## src/rtl/usb_setup_rx.sv

```systemverilog
module usb_setup_rx #(
  parameter int REQ_BYTES = 8,
  parameter int CRC_BYTES = 2
) (
  input  logic        clk,
  input  logic        rst_n,
  input  logic        setup_start,
  input  logic        rx_valid,
  input  logic [7:0]  rx_byte,
  input  logic        rx_last,
  input  logic        rx_data0,
  output logic        ack_req,
  output logic        setup_irq,
  output logic        hw_req,
  output logic [1:0]  status,
  output logic        data_toggle,
  output logic [1:0]  xfer_type,
  output logic [7:0]  req_type,
  output logic [7:0]  req_code,
  output logic [15:0] req_value,
  output logic [15:0] req_index,
  output logic [15:0] req_length
);
  localparam int PKT_BYTES = REQ_BYTES + CRC_BYTES;
  localparam int CW        = $clog2(PKT_BYTES + 2);
  localparam logic [CW-1:0] CNT_SAT  = CW'(PKT_BYTES + 1);
  localparam logic [CW-1:0] CNT_LAST = CW'(PKT_BYTES - 1);
  localparam logic [15:0] CRC_PRESET = 16'hFFFF;
  localparam logic [15:0] CRC_RESID  = 16'hB001;
  localparam logic [1:0] ST_IDLE = 2'd0, ST_DATAIN = 2'd1, ST_RXERR = 2'd2;

  logic          busy;
  logic [CW-1:0] cnt;
  logic [15:0]   crc;
  logic [7:0]    sh [REQ_BYTES];

  function automatic logic [15:0] crc_step(input logic [15:0] c, input logic [7:0] d);
    logic [15:0] r;
    r = c;
    for (int i = 0; i < 8; i++)
      r = ((r[0] ^ d[i]) != 1'b0) ? ((r >> 1) ^ 16'hA001) : (r >> 1);
    return r;
  endfunction

  wire        take   = busy & rx_valid;
  wire [15:0] crc_nx = crc_step(crc, rx_byte);
  wire        done   = take & rx_last;
  wire        good   = done && (cnt == CNT_LAST) && (crc_nx == CRC_RESID) && rx_data0;

  wire [15:0] len_in = {sh[7], sh[6]};
  wire        std_in = (sh[0][6:5] == 2'b00);
  wire        hw_code = (sh[1] == 8'd5) || (sh[1] == 8'd8) || (sh[1] == 8'd9) ||
                        (sh[1] == 8'd10) || (sh[1] == 8'd11);
  wire        hw_in  = std_in && hw_code;
  wire [1:0]  xt_in  = (len_in == 16'd0) ? 2'd3 : (sh[0][7] ? 2'd1 : 2'd2);

  always_ff @(posedge clk) begin
    if (!rst_n) begin
      busy        <= 1'b0;
      cnt         <= '0;
      crc         <= CRC_PRESET;
      ack_req     <= 1'b0;
      setup_irq   <= 1'b0;
      hw_req      <= 1'b0;
      status      <= ST_IDLE;
      data_toggle <= 1'b0;
      xfer_type   <= 2'd0;
      req_type    <= '0;
      req_code    <= '0;
      req_value   <= '0;
      req_index   <= '0;
      req_length  <= '0;
      for (int i = 0; i < REQ_BYTES; i++) sh[i] <= '0;
    end else begin
      ack_req   <= 1'b0;
      setup_irq <= 1'b0;
      if (setup_start) begin
        busy <= 1'b1;
        cnt  <= '0;
        crc  <= CRC_PRESET;
      end else if (take) begin
        if (cnt < CW'(REQ_BYTES)) sh[cnt[2:0]] <= rx_byte;
        if (cnt != CNT_SAT) cnt <= cnt + 1'b1;
        crc <= crc_nx;
        if (done) begin
          busy <= 1'b0;
          if (good) begin
            ack_req     <= 1'b1;
            setup_irq   <= !hw_in;
            hw_req      <= hw_in;
            status      <= ST_DATAIN;
            data_toggle <= 1'b1;
            xfer_type   <= xt_in;
            req_type    <= sh[0];
            req_code    <= sh[1];
            req_value   <= {sh[3], sh[2]};
            req_index   <= {sh[5], sh[4]};
            req_length  <= len_in;
          end else begin
            status <= ST_RXERR;
          end
        end
      end
    end
  end
endmodule


```

## config.mk

```make
export PLATFORM = sky130hd
export DESIGN_NAME = usb_setup_rx
export DESIGN_NICKNAME = d
export VERILOG_FILES = /design/src/rtl/usb_setup_rx.sv
export SDC_FILE = /design/constraint.sdc
export NUM_CORES = 1
export LEC_CHECK = 0
export BUFFER_PORTS_ARGS = -buffer_cell sky130_fd_sc_hd__buf_2
export CAP_MARGIN = 40
export CORE_ASPECT_RATIO = 1.25
export CORE_MARGIN = 5
export CORE_UTILIZATION = 30
export CTS_CLUSTER_SIZE = 10
export DETAILED_ROUTE_END_ITERATION = 10
export GPL_ROUTABILITY_DRIVEN = 0
export SLEW_MARGIN = 20
export SYNTH_ARGS = -nofsm -noshare
export SYNTH_HDL_FRONTEND = slang
export SYNTH_SLANG_ARGS = --single-unit
```

## constraint.sdc

```tcl
create_clock -name clk -period 2.49 [get_ports clk]
set_clock_uncertainty 0.15 [all_clocks]
set_input_delay 0.249 -clock clk [delete_from_list [all_inputs] [get_ports clk]]
set_output_delay 0.249 -clock clk [all_outputs]
set_load 0.01 [all_outputs]
```

==> flow_metrics.py, run 1 <==
metrics = {
    "drt": {
        "drt_pass1_iterations": 4,
        "drcViolationCount": 0,
        "post_drt_via_cell_ratio": 4.367,
        "dr_total_vias": 4411,
        "wire_per_inst_um": 14.99,
        "route.antenna.remaining_nets": 0,
        "drt_iter0_markers": 292,
        "route.final.wire_length_um": 15140,
    },
    "synth": {
        "synth_top_cells_by_count": "159 x nand2_1, 93 x dfxtp_1, 67 x and2_1",
        "edff_count_synth": 64,
        "syn_nets": 608,
        "synth.mux.area_fraction_pct": 0.1600,
        "post_synth_main_area_contributors": "edfxtp_1 31%, dfxtp_1 30%, nand2_1 9.5%",
        "number_of_different_library_cells_in_the_post_synthesis_netlist": 42,
        "synth_fa_ha_area_share_pct": 0.4001,
        "mappedNetlistArea_mm2": 0.006255,
        "main_combinational_cell_family_by_area_after_synthesis": "simple AND/OR/NAND/NOR gates",
        "synthArstFlopShare_pct": 0,
        "postSynthAreaPerCell_um2": 10.57,
        "ys.flop_type": "dfxtp_1",
        "synth_seq_cells": 157,
        "synth_xor_area_share_pct": 4.061,
        "yosysWarningCount": 0,
        "synth_largest_area_cell": "edfxtp_1",
        "synth.yosys.seq_area_share_pct": 60.49,
        "synth_most_common_cell": "nand2_1",
        "netlist.area_leader.share_pct": 30.73,
        "netlist_instances": 592,
        "synth_simple_gate_area_share_pct": 21.18,
        "synth-compound-area-share_pct": 11.50,
    },
    "grt": {
        "gr-usage-all-layers_pct": 12.96,
        "vias_in_the_first_global_route": 4462,
        "grt.overflow.total": 0,
        "first_pass_grt_wire_length_um": 24070,
        "grt_antenna_before_repair": 1,
        "grt_max_degree": 83,
    },
    "floorplanning": {
        "die_boundary_width_um": 139.2,
        "die_height_um": 171.4,
        "num_rows": 59,
        "io_pins": 86,
        "initial_core_util_pct": 30.26,
        "core_outline_area_mm2": 0.02067,
        "design.die.area_mm2": 0.02386,
    },
    "cts": {
        "cts_tree": "built",
        "clock-root-buffer": "clkbuf_16",
        "tritoncts.num_buffers": 17,
        "cts.path.max_buffers": 2,
        "clock_tree.htree_level_count": 4,
        "clk_latency_ns": 0.43,
        "numClockSinks": 157,
        "clk_pin_slew_worst_paths_ns": 0.07,
    },
    "worst_setup_path": {
        "cp_cell_sequence": "or4_4 -> nor4_2 -> nand4_1 -> a2111o_2 -> buf_12 -> nand2_1 -> a21boi_1",
        "worst_setup_end_kind": "flip-flop",
        "critical-path-max-stage-delay_ns": 0.54,
        "reg2reg_from": "crc[9]$_SDFFE_PP1P_",
        "crit_slowest_cell": "or4_4",
        "worst_setup_path_startpoint": "crc[9]$_SDFFE_PP1P_",
        "critical_path.top_delay_family": "simple AND/OR/NAND/NOR gates",
        "crit_fanout": 43,
        "crit_path_start_kind": "flip-flop",
        "worst-path-buf-inv": 1,
        "path_depth": 7,
        "critical_path_class": "reg -> reg",
        "data_required_time_of_the_critical_path_ns": 2.65,
        "worstRegToRegCells": 7,
        "arrival_ns": 2.59,
    },
    "sta": {
        "period_needed_ns": 2.436,
        "timing.final.hold_violations": 0,
        "tightestPinTransition_ns": 0.7303,
        "slew_violations": 0,
        "totalNegativeSetupSlack_ns": 0,
        "slew_headroom_pct": 51.31,
        "setup_viol": 0,
        "rsz_0062_raised_after_global_routing": "yes",
        "final_min_period_over_clock_period_pct": 97.83,
        "layout_setup_ws_ns": 0.05398,
        "timing.fmax_mhz": 410.5,
    },
    "power_and_ir_drop": {
        "powerDensity_mw_per_mm2": 719.1,
        "power.static_leakage_nw": 3.211,
        "totalPowerFinal_mw": 5.771,
        "ir_drop_uv": 471.8,
    },
    "cells_and_area": {
        "layout-drive-gt1-share_pct": 24.46,
        "finish.cell_count_without_fillers": 1010,
        "layout.nets": 739,
        "antenna_diode_count": 0,
        "area_growth_pct": 28.31,
    },
    "worst_hold_path": {
        "min_path_type": "in -> reg",
        "worstHoldStart": "rx_valid",
        "worstHoldPathCells": 4,
    },
    "place": {
        "buffer_ports.inserted": 85,
        "dpl.cell_count": 973,
        "dpl.hpwl_um": 10910,
        "post-place-ws_ns": -0.05747,
    },
    "flow_run": {
        "cap_violations": 0,
    },
    "status": {
        "status": "finished, final reports clean",
    },
}
-- sequential cells by signal (all words and copies together), names as in the netlist, 2 cells and up --
name and flops:
crc 16, req_value 16, req_code 8, req_index 16, status 2, req_length 16, xfer_type 2, cnt 4
req_type 8, sh 64
-- final cells by class --
type	instances	area (µm²)
fillers	2082	12640
repair buffers	139	889.6
multi-input cells	404	2370
clock inverters	12	143.9
inverters	4	15.01
flip-flops and latches	157	3785
well taps	274	342.8
clock buffers	20	479.2
-- path summary, 6_finish.rpt --
path | end | slack (ns)
worst max-delay path | req_value[15]$_SDFFE_PN0P_ | 0.05
worst min-delay path | busy$_SDFFE_PN0P_ | 0.05
worst max register to register | req_value[15]$_SDFFE_PN0P_ | 0.05
worst min register to register | req_value[5]$_SDFFE_PN0P_ | 0.30
-- layer usage --
metal	track usage, %	vias up	share of wire, %	wire (µm)
li1	-	2274	-	-
met1	14.80	2036	42	6328
met2	23.23	84	53	7985
met3	3.420	15	4.1	618
met4	5.106	2	1.3	194
met5	0	-	0.086	13
-- timing repair --
item	CTS	global route
pin swaps	2	1
hold endpoints to repair	2	0
endpoints found under the setup margin	66	62
setup buffers	1	2
hold buffers	2	0
gates resized for setup	1	16
-- cell usage in the layout, fill, tap and decap left out, types with 5 or more instances in the layout --
cell type,n
a21boi_0,28
a21boi_1,38
and2_1,67
buf_2,85
buf_4,47
clkbuf_16,19
dfxtp_1,92
edfxtp_1,64
nand2_1,157
nand3_1,9
nor2_1,13
nor3_1,5
nor4_1,5
o211ai_1,8
o21ai_0,8
xnor2_1,14
xor2_1,5
-- where the power goes --
part	internal, mW	total, mW	leakage, nW	switching, mW
registers	2.72	2.74	1.41	0.0265
logic	0.145	0.315	1.49	0.170
clock network	1.62	2.71	0.310	1.09
-- cells by family after synthesis --
logic type	count (synthesis)
xor+xnor	25
flops	157
compound gates	96
buf+inv	31
mux	1
simple gates	280
fa+ha+maj	2
-- tightest hold or removal path, delay by kind of cell --
family / cells / cell delay, ns
and+or+nand+nor: 2 / 0.17
buffers and inverters: 1 / 0.11
AOI/OAI and AO/OA: 1 / 0.07
-- metrics by stage --
step | utilization (%) | hold slack, ns | cell area, µm²
after floorplan | - | 0.2375 | 6255
after global placement | 35.41 | 0.2864 | 7320
after detailed placement | 35.41 | 0.2913 | 7320
after CTS | 38.59 | 0.03976 | 7976
after global routing | 38.83 | 0.06734 | 8025
final | 38.83 | 0.05161 | 8025
(Power assumes the default switching activity.)
==> inputs of run 2 (changes only) <==
ABC_AREA = 1   (was unset)
==> run 2 against run 1 <==
  * Non-clock buffer count decreased by 32
  * Total power fell by 4.0%
  * Utilization fell by 2.0 points
==> flow_metrics.py, run 2 <==
metrics = {
    "grt": {
        "grt_max_degree": 99,
        "grt.overflow.total": 0,
        "vias_in_the_first_global_route": 4845,
        "first_pass_grt_wire_length_um": 24560,
        "gr-usage-all-layers_pct": 12.63,
        "grt_antenna_before_repair": 1,
    },
    "worst_setup_path": {
        "r2r_slack_ns": 0.35,
        "critical_path.top_delay_family": "simple AND/OR/NAND/NOR gates",
        "worstRegToRegCells": 12,
        "critical-path-max-stage-delay_ns": 0.55,
        "crit_slowest_cell": "dlygate4sd3_1",
        "path_depth": 7,
        "critical_path_class": "in -> reg",
        "arrival_ns": 2.12,
        "data_required_time_of_the_critical_path_ns": 2.43,
        "crit_fanout": 9,
        "reg2reg_from": "cnt[1]$_SDFFE_PP0P_",
        "crit-reg2reg-capture": "req_code[4]$_SDFFE_PN0P_",
        "worst_setup_end_kind": "flip-flop",
        "critical_path.endpoint": "sh[6][2]$_SDFFCE_PN0P_",
        "worst_setup_path_startpoint": "setup_start",
        "cp_cell_sequence": "dlygate4sd3_1 -> buf_2 -> nor2_1 -> nand3_1 -> nor2_1 -> nand2_1 -> nand2_1",
        "worst-path-buf-inv": 2,
        "crit_path_start_kind": "input port",
    },
    "cts": {
        "cts.path.max_buffers": 2,
        "clock_tree.htree_level_count": 4,
        "clock-root-buffer": "clkbuf_16",
        "numClockSinks": 157,
        "cts_tree": "built",
        "clk_pin_slew_worst_paths_ns": 0.06,
        "clk_latency_ns": 0.42,
        "tritoncts.num_buffers": 17,
        "post-cts-setup-buffers": 0,
    },
    "drt": {
        "wire_per_inst_um": 12.69,
        "route.final.wire_length_um": 15380,
        "route.antenna.remaining_nets": 0,
        "drt_iter0_markers": 341,
        "dr_total_vias": 5081,
        "post_drt_via_cell_ratio": 4.192,
        "drcViolationCount": 0,
        "drt_pass1_iterations": 5,
    },
    "place": {
        "detailed_place.area_mm2": 0.007305,
        "dpl.hpwl_um": 11090,
        "buffer_ports.inserted": 85,
        "dpl.cell_count": 1179,
    },
    "synth": {
        "synthArstFlopShare_pct": 0,
        "netlist_instances": 821,
        "yosysWarningCount": 0,
        "number_of_different_library_cells_in_the_post_synthesis_netlist": 29,
        "edff_count_synth": 64,
        "synth.yosys.seq_area_share_pct": 58.15,
        "post_synth_main_area_contributors": "edfxtp_1 30%, dfxtp_1 29%, nand2_1 14%",
        "synth_top_cells_by_count": "242 x nand2_1, 217 x nor2_1, 94 x inv_1",
        "netlist.area_leader.share_pct": 29.54,
        "postSynthAreaPerCell_um2": 7.925,
        "syn_nets": 837,
        "synth_largest_area_cell": "edfxtp_1",
        "ys.flop_type": "dfxtp_1",
        "mappedNetlistArea_mm2": 0.006506,
        "synth_most_common_cell": "nand2_1",
        "synth_seq_cells": 157,
    },
    "power_and_ir_drop": {
        "cellInternalPower_mw": 4.289,
        "powerDensity_mw_per_mm2": 701.4,
        "clkPwrFrac_pct": 46.1,
        "ir_drop_uv": 476.2,
        "swShare_pct": 22.59,
        "power.static_leakage_nw": 4.066,
        "combPwrFrac_pct": 4.4,
        "switching_power_mw": 1.252,
        "power.share.sequential_pct": 49.6,
    },
    "floorplanning": {
        "die_boundary_width_um": 141.7,
        "num_rows": 60,
        "design.die.area_mm2": 0.02475,
        "initial_core_util_pct": 30.30,
        "core_outline_area_mm2": 0.02147,
        "io_pins": 86,
        "die_height_um": 174.7,
    },
    "sta": {
        "final_min_period_over_clock_period_pct": 87.71,
        "totalNegativeSetupSlack_ns": 0,
        "rsz_0062_raised_after_global_routing": "no",
        "tightestPinTransition_ns": 0.4794,
        "timing.fmax_mhz": 457.9,
        "period_needed_ns": 2.184,
        "setup_viol": 0,
        "slew_violations": 0,
        "timing.final.hold_violations": 0,
        "slew_headroom_pct": 68.04,
    },
    "flow_run": {
        "cap_violations": 0,
    },
    "cells_and_area": {
        "layout-drive-gt1-share_pct": 16.72,
        "register_with_the_highest_flop_count": "sh",
        "layout.nets": 936,
        "finish.cell_count_without_fillers": 1212,
        "mostFrequentLayoutCells": "242 x nand2_1, 217 x nor2_1, 94 x inv_1, 93 x dfxtp_1, 85 x buf_2",
        "area_growth_pct": 21.40,
        "finish.instance_area_mm2": 0.007899,
        "number_of_filler_instances_in_the_final_layout": 2277,
        "most_common_library_cell_in_the_layout_ignoring_fill_and_taps": "nand2_1",
        "antenna_diode_count": 0,
        "largest_reg_flops": 64,
    },
    "status": {
        "status": "finished, final reports clean",
    },
    "worst_hold_path": {
        "min_path_type": "in -> reg",
    },
}
==> run 2: worst min path at each step <==
| stage | from | to | cells after the start |
|---|---|---|---|
| after global placement | data_toggle$_SDFFE_PN0P_ | data_toggle$_SDFFE_PN0P_ | 2 |
| after CTS | rst_n | req_type[7]$_SDFFE_PN0P_ | 3 |
| after detailed placement | data_toggle$_SDFFE_PN0P_ | data_toggle$_SDFFE_PN0P_ | 2 |
| final | rst_n | req_type[7]$_SDFFE_PN0P_ | 3 |
| after global routing | rst_n | req_type[7]$_SDFFE_PN0P_ | 3 |
| after floorplan | setup_start | busy$_SDFFE_PN0P_ | 1 |
==> run 2: power by group through the flow <==
| stage | Sequential, mW | Clock [mW] | Combinational [mW] |
|---|---|---|---|
| after floorplan | 2.79 | 0 | 0.157 |
| after global placement | 2.80 | 0 | 0.241 |
| after detailed placement | 2.80 | 0 | 0.244 |
| after CTS | 2.75 | 2.61 | 0.246 |
| after global routing | 2.75 | 2.72 | 0.274 |
| final | 2.75 | 2.55 | 0.243 |
==> run 2: cell type report <==
type / count / area, µm² / area share (%)
Clock buffer: 21 / 483.0 / 6.114
Timing Repair Buffer: 107 / 605.6 / 7.667
Sequential cell: 157 / 3784 / 47.90
Inverter: 108 / 416.7 / 5.275
Tap cell: 279 / 349.1 / 4.419
Multi-Input combinational cell: 529 / 2160 / 27.34
Clock inverter: 11 / 101.3 / 1.283
==> run 2: cell families after synthesis <==
group                    Yosys count  share of synthesized area [%]
AO/OA/AOI/OAI                     39                          3.366
AND/OR/NAND/NOR                  488                          29.44
flip-flops                       157                          58.15
adder cells (fa/ha/maj)            2                         0.3846
buffers and inverters            135                          8.654
==> run 2: what timing repair did <==
action                                 CTS  global route
hold buffers                             1             0
endpoints found under the hold margin    1             0
resized for setup                        0             0
==> run 2: per-stage QoR <==
stage / power, mW / setup WS (ns) / util [%] / hold slack (ns)
after floorplan: 2.947 / 0.5803 / - / 0.2368
after global placement: 3.044 / 0.3427 / 34.02 / 0.2806
after detailed placement: 3.047 / 0.2653 / 34.02 / 0.2867
after CTS: 5.602 / 0.2892 / 36.79 / 0.05752
after global routing: 5.743 / 0.09336 / 36.79 / 0.07617
final: 5.540 / 0.3061 / 36.79 / 0.06793
==> run 2: worst min-delay path: cells and delay by family <==
kind / cells / cell delay (ns)
AOI/OAI and AO/OA: 1 / 0.05
buffers and inverters: 2 / 0.29
==> run 2: routing by layer <==
metal | up-vias | track usage (%) | routed length [µm]
met3 | 16 | 3.531 | 709
met1 | 2264 | 14.51 | 6445
met4 | 2 | 4.200 | 288
met5 | - | 0 | 13
li1 | 2705 | - | -
met2 | 94 | 22.45 | 7921
==> inputs of run 3 (changes only) <==
CTS_BUF_LIST = sky130_fd_sc_hd__clkbuf_4   (was unset)
PLACE_DENSITY_LB_ADDON = 0.3   (was unset)
==> run 3 against run 2 <==
  * Utilization decreased by 0.93 points
  * Highest routed layer is now met4
  * Cell count increased by 0.66%
  * Non-clock buffer count increased by 7
  * Count of clock-buffer cells in the layout decreased by 3
  * Largest power group unchanged
  * Total power decreased by 17%
  * Final area decreased by 2.5%
==> flow_metrics.py, run 3 (synthesis gave the netlist of run 2 again) <==
metrics = {
    "status": {
        "status": "finished, final reports clean",
    },
    "drt": {
        "route.final.wire_length_um": 15800,
        "drcViolationCount": 0,
        "drt_pass1_iterations": 4,
        "route.antenna.remaining_nets": 0,
        "post_drt_via_cell_ratio": 4.176,
        "wire_per_inst_um": 12.95,
        "drt_iter0_markers": 293,
        "dr_total_vias": 5095,
    },
    "floorplanning": {
        "io_pins": 86,
        "core_outline_area_mm2": 0.02147,
        "die_height_um": 174.7,
        "num_rows": 60,
        "die_boundary_width_um": 141.7,
        "design.die.area_mm2": 0.02475,
        "initial_core_util_pct": 30.30,
    },
    "sta": {
        "layout_setup_ws_ns": 0.2339,
        "rsz_0062_raised_after_global_routing": "no",
        "slew_violations": 0,
        "setup_viol": 0,
        "totalNegativeSetupSlack_ns": 0,
        "timing.final.hold_violations": 0,
        "timing.fmax_mhz": 443.2,
        "period_needed_ns": 2.256,
        "slew_headroom_pct": 67.34,
        "tightestPinTransition_ns": 0.4900,
        "final_min_period_over_clock_period_pct": 90.61,
    },
    "cells_and_area": {
        "largest_reg_flops": 64,
        "register_with_the_highest_flop_count": "sh",
        "most_common_library_cell_in_the_layout_ignoring_fill_and_taps": "nand2_1",
        "layout.core_utilization_pct": 35.86,
        "mostFrequentLayoutCells": "242 x nand2_1, 216 x nor2_1, 94 x inv_1, 93 x dfxtp_1, 85 x buf_2",
        "layout-drive-gt1-share_pct": 16.70,
        "area_growth_pct": 18.35,
        "finish.cell_count_without_fillers": 1220,
        "layout.nets": 943,
    },
    "cts": {
        "cts_tree": "built",
        "clk_latency_ns": 0.56,
        "cts.path.max_buffers": 2,
        "clk_pin_slew_worst_paths_ns": 0.14,
        "clock_tree.htree_level_count": 4,
        "post-cts-setup-buffers": 0,
        "clock-root-buffer": "clkbuf_4",
        "numClockSinks": 157,
        "tritoncts.num_buffers": 17,
    },
    "worst_setup_path": {
        "critical_path_class": "reg -> reg",
        "worst_setup_end_kind": "flip-flop",
        "arrival_ns": 2.56,
        "r2r_slack_ns": 0.23,
        "data_required_time_of_the_critical_path_ns": 2.79,
        "crit_path_start_kind": "flip-flop",
        "crit_fanout": 11,
    },
    "place": {
        "dpl.hpwl_um": 11160,
        "dpl.cell_count": 1177,
        "post-place-ws_ns": 0.2980,
        "buffer_ports.inserted": 85,
    },
    "grt": {
        "first_pass_grt_wire_length_um": 25830,
        "gr-usage-all-layers_pct": 13.18,
        "vias_in_the_first_global_route": 4950,
        "grt_max_degree": 69,
        "grt_antenna_before_repair": 1,
        "grt.overflow.total": 0,
    },
    "power_and_ir_drop": {
        "power.static_leakage_nw": 3.960,
        "ir_drop_uv": 264.4,
        "powerDensity_mw_per_mm2": 595.7,
    },
    "flow_run": {
        "cap_violations": 0,
    },
    "worst_hold_path": {
        "min_path_type": "in -> reg",
    },
}
[run 3: cell types whose count changed in the layout (fill, tap and decap cells not counted), sizes merged]
cell         before  now
buf             106  104
bufinv            1    2
clkinvlp          0    3
clkinv            8    7
clkbuf           21   18
diode             0    1
dlygate4sd3       1   10
[run 3: power breakdown]
group	switching (mW)	internal, mW	leakage, nW
combinational	0.181	0.0744	2.40
sequential	0.0270	2.72	1.41
clock	0.963	0.624	0.152
total	1.17	3.42	3.96
[run 3: final timing paths]
kind / start / end / cells past startpoint
max: busy$_SDFFE_PN0P_ / busy$_SDFFE_PN0P_ / 6
min: rx_byte[3] / crc[10]$_SDFFE_PP1P_ / 6
max reg2reg: busy$_SDFFE_PN0P_ / busy$_SDFFE_PN0P_ / 6
min reg2reg: data_toggle$_SDFFE_PN0P_ / data_toggle$_SDFFE_PN0P_ / 2
[run 3: final cells by class]
type	count	area, µm²
timing repair buffer	114	693.2
fill	2332	13770
inverter	108	416.7
multi-input combinational	529	2162
clock inverter	14	157.7
antenna	1	2.502
tap	279	349.1
sequential	157	3784
clock buffer	18	135.1
[run 3: critical path, cell delays in order (launching register included)]
cell	delay [ns]
dfxtp_1	0.36
nand2_1	0.22
buf_4	0.26
nor2_2	0.21
nand3_1	0.22
o211a_1	0.17
dlygate4sd3_1	0.56
[run 3: per-stage QoR]
| stage | area (µm²) | hold slack (ns) | power (mW) |
|---|---|---|---|
| floorplan | 6506 | 0.2368 | 2.947 |
| global placement | 7302 | 0.2949 | 3.048 |
| detailed placement | 7302 | 0.2945 | 3.050 |
| CTS | 7695 | 0.01700 | 4.655 |
| global route | 7700 | 0.01334 | 4.801 |
| finish | 7700 | 0.05618 | 4.587 |
[run 3: layer usage]
metal / wire length [µm] / track usage (%) / share of wire, %
met1: 6986 / 16.46 / 44
met2: 7779 / 22.11 / 49
met3: 838 / 3.860 / 5.3
met4: 197 / 3.760 / 1.2
met5: 0 / 0 / 0
[run 3: repair_timing]
item	in CTS	in global routing
endpoints found under the hold margin	37	0
resized for setup	0	1
setup endpoints to repair	0	1
hold buffers	10	0
